<file path="src/rtl/msg_ser_pkg.sv">
package msg_ser_pkg;
  localparam int LEN_W  = 16;
  localparam int WORD_W = 32;
  localparam int BPW    = WORD_W / 8;
  localparam int BPW_SH = $clog2(BPW);
  localparam int ADDR_W = LEN_W - BPW_SH;
  localparam int BITS_W = LEN_W + 3;
  localparam int IDX_W  = $clog2(WORD_W);

  typedef enum logic [1:0] {
    ST_IDLE,
    ST_LOAD,
    ST_SHIFT
  } tx_state_e;

  // word address that holds the final byte of a message
  function automatic logic [ADDR_W-1:0] eom_addr(input logic [LEN_W-1:0] n);
    logic [LEN_W:0] words;
    words = ({1'b0, n} + (LEN_W+1)'(BPW - 1)) >> BPW_SH;
    return ADDR_W'(words - (LEN_W+1)'(1));
  endfunction

  // number of serial bits in a message of n bytes
  function automatic logic [BITS_W-1:0] msg_bits(input logic [LEN_W-1:0] n);
    return {n, 3'b000};
  endfunction
endpackage

</file>
<file path="src/rtl/msg_tx_fifo.sv">
module msg_tx_fifo #(
  parameter int DEPTH = 16,
  parameter int W     = 32,
  localparam int PTR_W = $clog2(DEPTH),
  localparam int LVL_W = $clog2(DEPTH + 1)
) (
  input  logic             clk,
  input  logic             rst_n,
  input  logic             push,
  input  logic [W-1:0]     wdata,
  input  logic             pop,
  output logic [W-1:0]     rdata,
  output logic             empty,
  output logic             full,
  output logic [LVL_W-1:0] level
);
  logic [W-1:0]     mem [DEPTH];
  logic [PTR_W-1:0] wr_ptr, rd_ptr;
  logic [LVL_W-1:0] cnt;
  logic             push_ok, pop_ok;

  assign empty   = (cnt == '0);
  assign full    = (cnt == LVL_W'(DEPTH));
  assign level   = cnt;
  assign rdata   = mem[rd_ptr];
  assign push_ok = push && !full;
  assign pop_ok  = pop && !empty;

  always_ff @(posedge clk) begin
    if (push_ok) mem[wr_ptr] <= wdata;
  end

  always_ff @(posedge clk) begin
    if (!rst_n) begin
      wr_ptr <= '0;
      rd_ptr <= '0;
      cnt    <= '0;
    end else begin
      if (push_ok) wr_ptr <= (wr_ptr == PTR_W'(DEPTH - 1)) ? '0 : wr_ptr + 1'b1;
      if (pop_ok)  rd_ptr <= (rd_ptr == PTR_W'(DEPTH - 1)) ? '0 : rd_ptr + 1'b1;
      case ({push_ok, pop_ok})
        2'b10:   cnt <= cnt + 1'b1;
        2'b01:   cnt <= cnt - 1'b1;
        default: cnt <= cnt;
      endcase
    end
  end


  no_empty_pop_chk: assert property (@(posedge clk) disable iff (!rst_n)
    pop |-> !empty);


  level_bound_chk: assert property (@(posedge clk) disable iff (!rst_n)
    cnt <= LVL_W'(DEPTH));
endmodule

</file>
<file path="src/rtl/msg_tx_engine.sv">
module msg_tx_engine
  import msg_ser_pkg::*;
(
  input  logic              clk,
  input  logic              rst_n,
  input  logic              go,
  input  logic [LEN_W-1:0]  len_bytes,
  input  logic              rate_en,
  input  logic              fifo_empty,
  input  logic [WORD_W-1:0] fifo_rdata,
  output logic              pop,
  output logic              ser_clk,
  output logic              ser_dat,
  output logic              ser_stb,
  output logic              busy,
  output logic              done,
  output logic              underrun
);
  tx_state_e         state;
  logic [WORD_W-1:0] shreg;
  logic [BITS_W-1:0] bits_left;
  logic [IDX_W-1:0]  bit_idx;
  logic              sclk, stb, done_q, urun;

  // named internal events
  logic load_ok, fall_tick, last_bit, word_end, starve;

  always_comb begin
    load_ok   = (state == ST_LOAD) && !fifo_empty;
    fall_tick = (state == ST_SHIFT) && rate_en && sclk;
    last_bit  = fall_tick && (bits_left == BITS_W'(1));
    word_end  = fall_tick && !last_bit && (bit_idx == IDX_W'(WORD_W - 1));
    starve    = ((state == ST_LOAD) && fifo_empty) || (word_end && fifo_empty);
    pop       = load_ok || (word_end && !fifo_empty);
  end

  always_ff @(posedge clk) begin
    if (!rst_n) begin
      state     <= ST_IDLE;
      shreg     <= '0;
      bits_left <= '0;
      bit_idx   <= '0;
      sclk      <= 1'b0;
      stb       <= 1'b0;
      done_q    <= 1'b0;
      urun      <= 1'b0;
    end else begin
      done_q <= 1'b0;
      case (state)
        ST_IDLE: begin
          if (go) begin
            state     <= ST_LOAD;
            bits_left <= msg_bits(len_bytes);
            urun      <= 1'b0;
          end
        end
        ST_LOAD: begin
          if (starve) begin
            urun  <= 1'b1;
            state <= ST_IDLE;
          end else begin
            shreg   <= fifo_rdata;
            bit_idx <= '0;
            sclk    <= 1'b0;
            stb     <= 1'b1;
            state   <= ST_SHIFT;
          end
        end
        ST_SHIFT: begin
          if (rate_en) begin
            if (!sclk) begin
              sclk <= 1'b1;
            end else begin
              sclk <= 1'b0;
              if (last_bit) begin
                stb    <= 1'b0;
                done_q <= 1'b1;
                state  <= ST_IDLE;
              end else if (starve) begin
                stb   <= 1'b0;
                urun  <= 1'b1;
                state <= ST_IDLE;
              end else if (word_end) begin
                shreg     <= fifo_rdata;
                bit_idx   <= '0;
                bits_left <= bits_left - 1'b1;
              end else begin
                shreg     <= {shreg[WORD_W-2:0], 1'b0};
                bit_idx   <= bit_idx + 1'b1;
                bits_left <= bits_left - 1'b1;
              end
            end
          end
        end
        default: state <= ST_IDLE;
      endcase
    end
  end

  assign ser_clk  = sclk;
  assign ser_stb  = stb;
  assign ser_dat  = stb && shreg[WORD_W-1];
  assign busy     = (state != ST_IDLE);
  assign done     = done_q;
  assign underrun = urun;


  clk_in_frame_chk: assert property (@(posedge clk) disable iff (!rst_n)
    !ser_stb |-> !ser_clk);


  dat_hold_high_chk: assert property (@(posedge clk) disable iff (!rst_n)
    ser_clk |=> (!ser_clk || $stable(ser_dat)));


  done_single_chk: assert property (@(posedge clk) disable iff (!rst_n)
    done |=> !done);


  done_at_stb_fall_chk: assert property (@(posedge clk) disable iff (!rst_n)
    done |-> (!ser_stb && $past(ser_stb)));


  urun_sticky_chk: assert property (@(posedge clk) disable iff (!rst_n)
    (underrun && !busy && !go) |=> underrun);
endmodule

</file>
<file path="src/rtl/msg_ser_tx.sv">
module msg_ser_tx
  import msg_ser_pkg::*;
#(
  parameter int FIFO_DEPTH = 16,
  localparam int LVL_W = $clog2(FIFO_DEPTH + 1)
) (
  input  logic              clk,
  input  logic              rst_n,
  input  logic              wr_en,
  input  logic [ADDR_W-1:0] wr_addr,
  input  logic [WORD_W-1:0] wr_data,
  input  logic [LEN_W-1:0]  len_bytes,
  input  logic [LVL_W-1:0]  ae_level,
  input  logic              start,
  input  logic              rate_en,
  input  logic              ser_rdy,
  output logic              ser_clk,
  output logic              ser_dat,
  output logic              ser_stb,
  output logic              busy,
  output logic              done,
  output logic              underrun,
  output logic              ae_irq
);
  logic              fifo_pop, fifo_empty, fifo_full;
  logic [WORD_W-1:0] fifo_rdata;
  logic [LVL_W-1:0]  fifo_level;

  // named start events
  logic eom_hit, can_start, go;

  always_comb begin
    eom_hit   = wr_en && (wr_addr == eom_addr(len_bytes));
    can_start = !busy && ser_rdy && (len_bytes != '0);
    go        = can_start && (start || eom_hit);
  end

  msg_tx_fifo #(
    .DEPTH (FIFO_DEPTH),
    .W     (WORD_W)
  ) u_fifo (
    .clk   (clk),
    .rst_n (rst_n),
    .push  (wr_en),
    .wdata (wr_data),
    .pop   (fifo_pop),
    .rdata (fifo_rdata),
    .empty (fifo_empty),
    .full  (fifo_full),
    .level (fifo_level)
  );

  msg_tx_engine u_engine (
    .clk        (clk),
    .rst_n      (rst_n),
    .go         (go),
    .len_bytes  (len_bytes),
    .rate_en    (rate_en),
    .fifo_empty (fifo_empty),
    .fifo_rdata (fifo_rdata),
    .pop        (fifo_pop),
    .ser_clk    (ser_clk),
    .ser_dat    (ser_dat),
    .ser_stb    (ser_stb),
    .busy       (busy),
    .done       (done),
    .underrun   (underrun)
  );

  assign ae_irq = busy && (fifo_level <= ae_level);


  busy_ignores_start_chk: assert property (@(posedge clk) disable iff (!rst_n)
    (busy && !done && !underrun && start) |=> (busy || done || underrun));


  full_no_ae_chk: assert property (@(posedge clk) disable iff (!rst_n)
    (fifo_full && (ae_level < LVL_W'(FIFO_DEPTH))) |-> !ae_irq);
endmodule

</file>
<file path="config.mk">
export PLATFORM = sky130hd
export DESIGN_NAME = msg_ser_tx
export DESIGN_NICKNAME = d
export VERILOG_FILES = /design/src/rtl/msg_ser_pkg.sv /design/src/rtl/msg_tx_fifo.sv /design/src/rtl/msg_tx_engine.sv /design/src/rtl/msg_ser_tx.sv
export SDC_FILE = /design/constraint.sdc
export NUM_CORES = 1
export LEC_CHECK = 0
export BUFFER_PORTS_ARGS = -buffer_cell sky130_fd_sc_hd__clkbuf_2
export CORE_MARGIN = 2
export CORE_UTILIZATION = 38
export DETAILED_ROUTE_END_ITERATION = 16
export PLACE_DENSITY = 0.52
export SETUP_SLACK_MARGIN = 0.4
export SYNTH_ARGS = -nofsm -noshare
export SYNTH_HDL_FRONTEND = slang
export SYNTH_SLANG_ARGS = --single-unit
</file>
<file path="constraint.sdc">
create_clock -name clk -period 3.7 [get_ports clk]
set_input_delay 0.555 -clock clk [delete_from_list [all_inputs] [get_ports clk]]
set_output_delay 0.555 -clock clk [all_outputs]
set_load 0.005 [all_outputs]
</file>
==> results.md <==
- Input/output buffers: between 70 and 80
- DRT Pass-1 Iters: 5
- Crit path max fanout: 4
- Routability congestion estimate: ~0.85
- CTS H-Tree Depth: 2
- Non-Filler Instances: about 2400
- Slowest cell delay on critical path: between 500 and 600 ps
- Clock tree from TritonCTS: yes
- Final setup margin: around 440 ps
- Worst-path cell chain: or4_4 > or3_4 > or4_4 > a31oi_4 > nor2_4 > ha_4 > inv_4 > fa_2 > inv_1 > a21o_1 > a21oi_2 > xnor2_1 > or3_1 > a21oi_2
- Area Growth Syn to Fin: 17.6%
- Initial antenna violation count: 2
- CP Data Arrival Time: 3820 ps
- RR Endpoint: u_fifo.level[4]
- First-pass GRT wire length: between 80000 and 90000 um
- Peak VDD IR: 0.433 mV
- Count of cell types in the netlist: 66
- Dpl hpwl: 34100 um
- # setup viols final: 0
- Pwr/cell area: between 500 and 600 nW/um2
- Setup crit start kind: register
- Vias: 13100
- Initial Util: 0.386
- Die Ht: 257 um
- CTS Hold Buffers Added: 0
- WHS Endpoint: u_fifo.mem[0][25]
- Fillcell total: 5446
- Worst rel slew slack: 0.397
- Synth area leaders: edfxtp_1 (63%), mux4_2 (15%), dfxtp_1 (6.5%)
- Max frequency: between 0.3 and 0.4 GHz
- Setup TNS: 0 ps
- Io pins: 80
- Clk root buf: clkbuf_16
- Commonest cells in the netlist: edfxtp_1 (512), mux4_2 (160), nor2_1 (101)
- Clk_skew: about 29 ps
- R2R Path Start: u_engine.bits_left[11]
- ANT nets after route: 0
- Count leader, synth: edfxtp_1
- Fin. Hold Viols: 0
- Mapped Area: 24400 um2
- CTS sink cnt: roughly 590
- Post-DP Area: between 20000 and 30000 um2
- Total power: 17.1 mW
- Critical path data required time: approximately 4300 ps
- Row cnt: 92
- Worst slew pin tran: slightly above 900 ps
- Gr usage total: 0.174
- Dpl cells: ~2300
- Worst-case clock buffer depth: 3
- Vias in the first global route: between 10000 and 15000
- Number of flops mapped to enable cells by yosys: 512
- Die footprint: ~66000 um2
- Crit path time final: between 3000 and 4000 ps
- Synth warn: 0
- Reg2reg setup slack: approximately 440 ps
- Nets: between 1500 and 2000
- DRC viols: 0
- Post-Syn Nets: 1475
- Area leader, netlist: edfxtp_1
- Layout cell share with drive strength beyond 1: 0.291
- Synth top area share: 0.631
- WL final: around 58000 um
- Synthesized instance count: about 1400
- Antenna Cells: 0
- Outcome: finished, final reports clean
- Syn Area/Cell: approximately 18 um2
- Core outline area: 63200 um2
- CP max-delay cell: or4_4
- Clock latency on the worst-skew pair: about 640 ps
- Average routed wire per standard cell: approximately 24 um
- Crit path capture type: register
- Post-synth ARST share: 0
- Die width: 257 um
- Largest net degree at the start of global routing: 42
- Min Hold Slack: about 320 ps
- DP Worst Slack: about 180 ps
- Hold path start: wr_data[25]
- Max-cap violations: 0
- Worst hold path type: primary input to register
- Gr ovfl total: 0
- CTS Buf Count: approximately 60
- Final core occ: 0.454
- Final instance area: about 29000 um2
- Post-synthesis sequential area ratio: 0.696
- FF+latch count, synth: ~590
- WS Path Type: register to register
- P_leak: roughly 9.4 nW
- RSZ-0062 raised after global routing: yes
- FF-to-FF path depth: 14
- Post-synth top flop: edfxtp_1
- WHS Path Cells: 1
- Clock transition at path regs: ~60 ps
- Slew Limit Fails: 0
- DR iter-0 viols: around 1100
- Vias per cell: between 5 and 6
- Period utilization: 0.882
[repair_timing]
action | in CTS | in global routing
pin swaps | 10 | 5
setup buffers | 6 | 1
endpoints found under the setup margin | 2 | 38
gates resized for setup | 1 | 2
cloned | 0 | 0
[worst max-delay path: cells and delay by family (launching register included)]
family | cells | cell delay (ps)
flip-flops | 1 | 310
adder cells (fa/ha/maj) | 2 | 400
AO/OA/AOI/OAI | 4 | 600
AND/OR/NAND/NOR | 5 | 1710
XOR/XNOR | 1 | 80
buffers and inverters | 2 | 100
[cell usage in the layout (no fill, tap or decap), types with 13 or more instances in the layout]
master / instances
a21oi_1: 22
nor2_1: 88
buf_4: 57
mux4_2: 160
clkbuf_2: 79
clkbuf_1: 13
o21ai_0: 24
nand2_1: 42
o311ai_0: 13
nor2_4: 13
edfxtp_1: 512
xnor2_1: 16
inv_1: 26
nand3_1: 18
clkbuf_16: 61
nor3_1: 23
dfxtp_1: 73
ha_1: 21
buf_12: 23
mux2i_1: 39
a211oi_1: 34
[metal layers]
metal	GRT usage	part of all wire	vias to the layer above
met5	0	0.00047	-
met4	0.0373	0.015	4
met3	0.0315	0.052	74
met2	0.290	0.49	332
met1	0.241	0.44	6832
li1	-	-	5904
[cell families (layout without fill, tap and decap cells)]
family                     Yosys count  after routing  synth area share
and+or+nand+nor                    263            263            0.0518
adders and majority gates           24             24            0.0126
xor gates and xnor gates            26             26           0.00934
buffers and inverters              109            301            0.0173
DFF                                591            591             0.696
AOI/OAI and AO/OA                  166            166            0.0496
muxes                              199            199             0.164
[cell type report]
cell class	instances	area, um2	area share
clock buffers	74	1580	0.0550
clock inverters	40	462	0.0161
inverters	28	108	0.00375
multi-input cells	678	7210	0.251
flip-flops and latches	591	17000	0.592
well taps	846	1060	0.0369
repair buffers	159	1280	0.0448
[sequential cells by signal (all words and copies together) (netlist names), named ones only]
signal              flops
u_fifo.level            5
u_engine.ser_stb        1
u_engine.state          2
u_engine.done           1
u_engine.shreg         32
u_engine.underrun       1
u_fifo.wr_ptr           4
u_engine.bits_left     19
u_engine.bit_idx        5
u_fifo.mem            512
u_engine.ser_clk        1
u_fifo.rd_ptr           4
[where the power goes]
group / internal, mW / switching (mW)
Clock: 3.61 / 2.58
Sequential: 7.58 / 0.262
Combinational: 1.45 / 1.59
[how the worst max path moves through the flow]
stage | cells after the start | slack, ps | start | endpoint
CTS | 14 | 320 | u_engine.bits_left[11] | u_fifo.level[4]
global route | 14 | 300 | u_engine.bits_left[11] | u_fifo.level[4]
global placement | 13 | 250 | len_bytes[1] | u_engine.bits_left[5]
finish | 14 | 440 | u_engine.bits_left[11] | u_fifo.level[4]
floorplan | 15 | 340 | u_engine.bits_left[9] | u_fifo.level[4]
detailed placement | 12 | 180 | len_bytes[1] | u_engine.bits_left[2]
(Power assumes the default switching activity.)
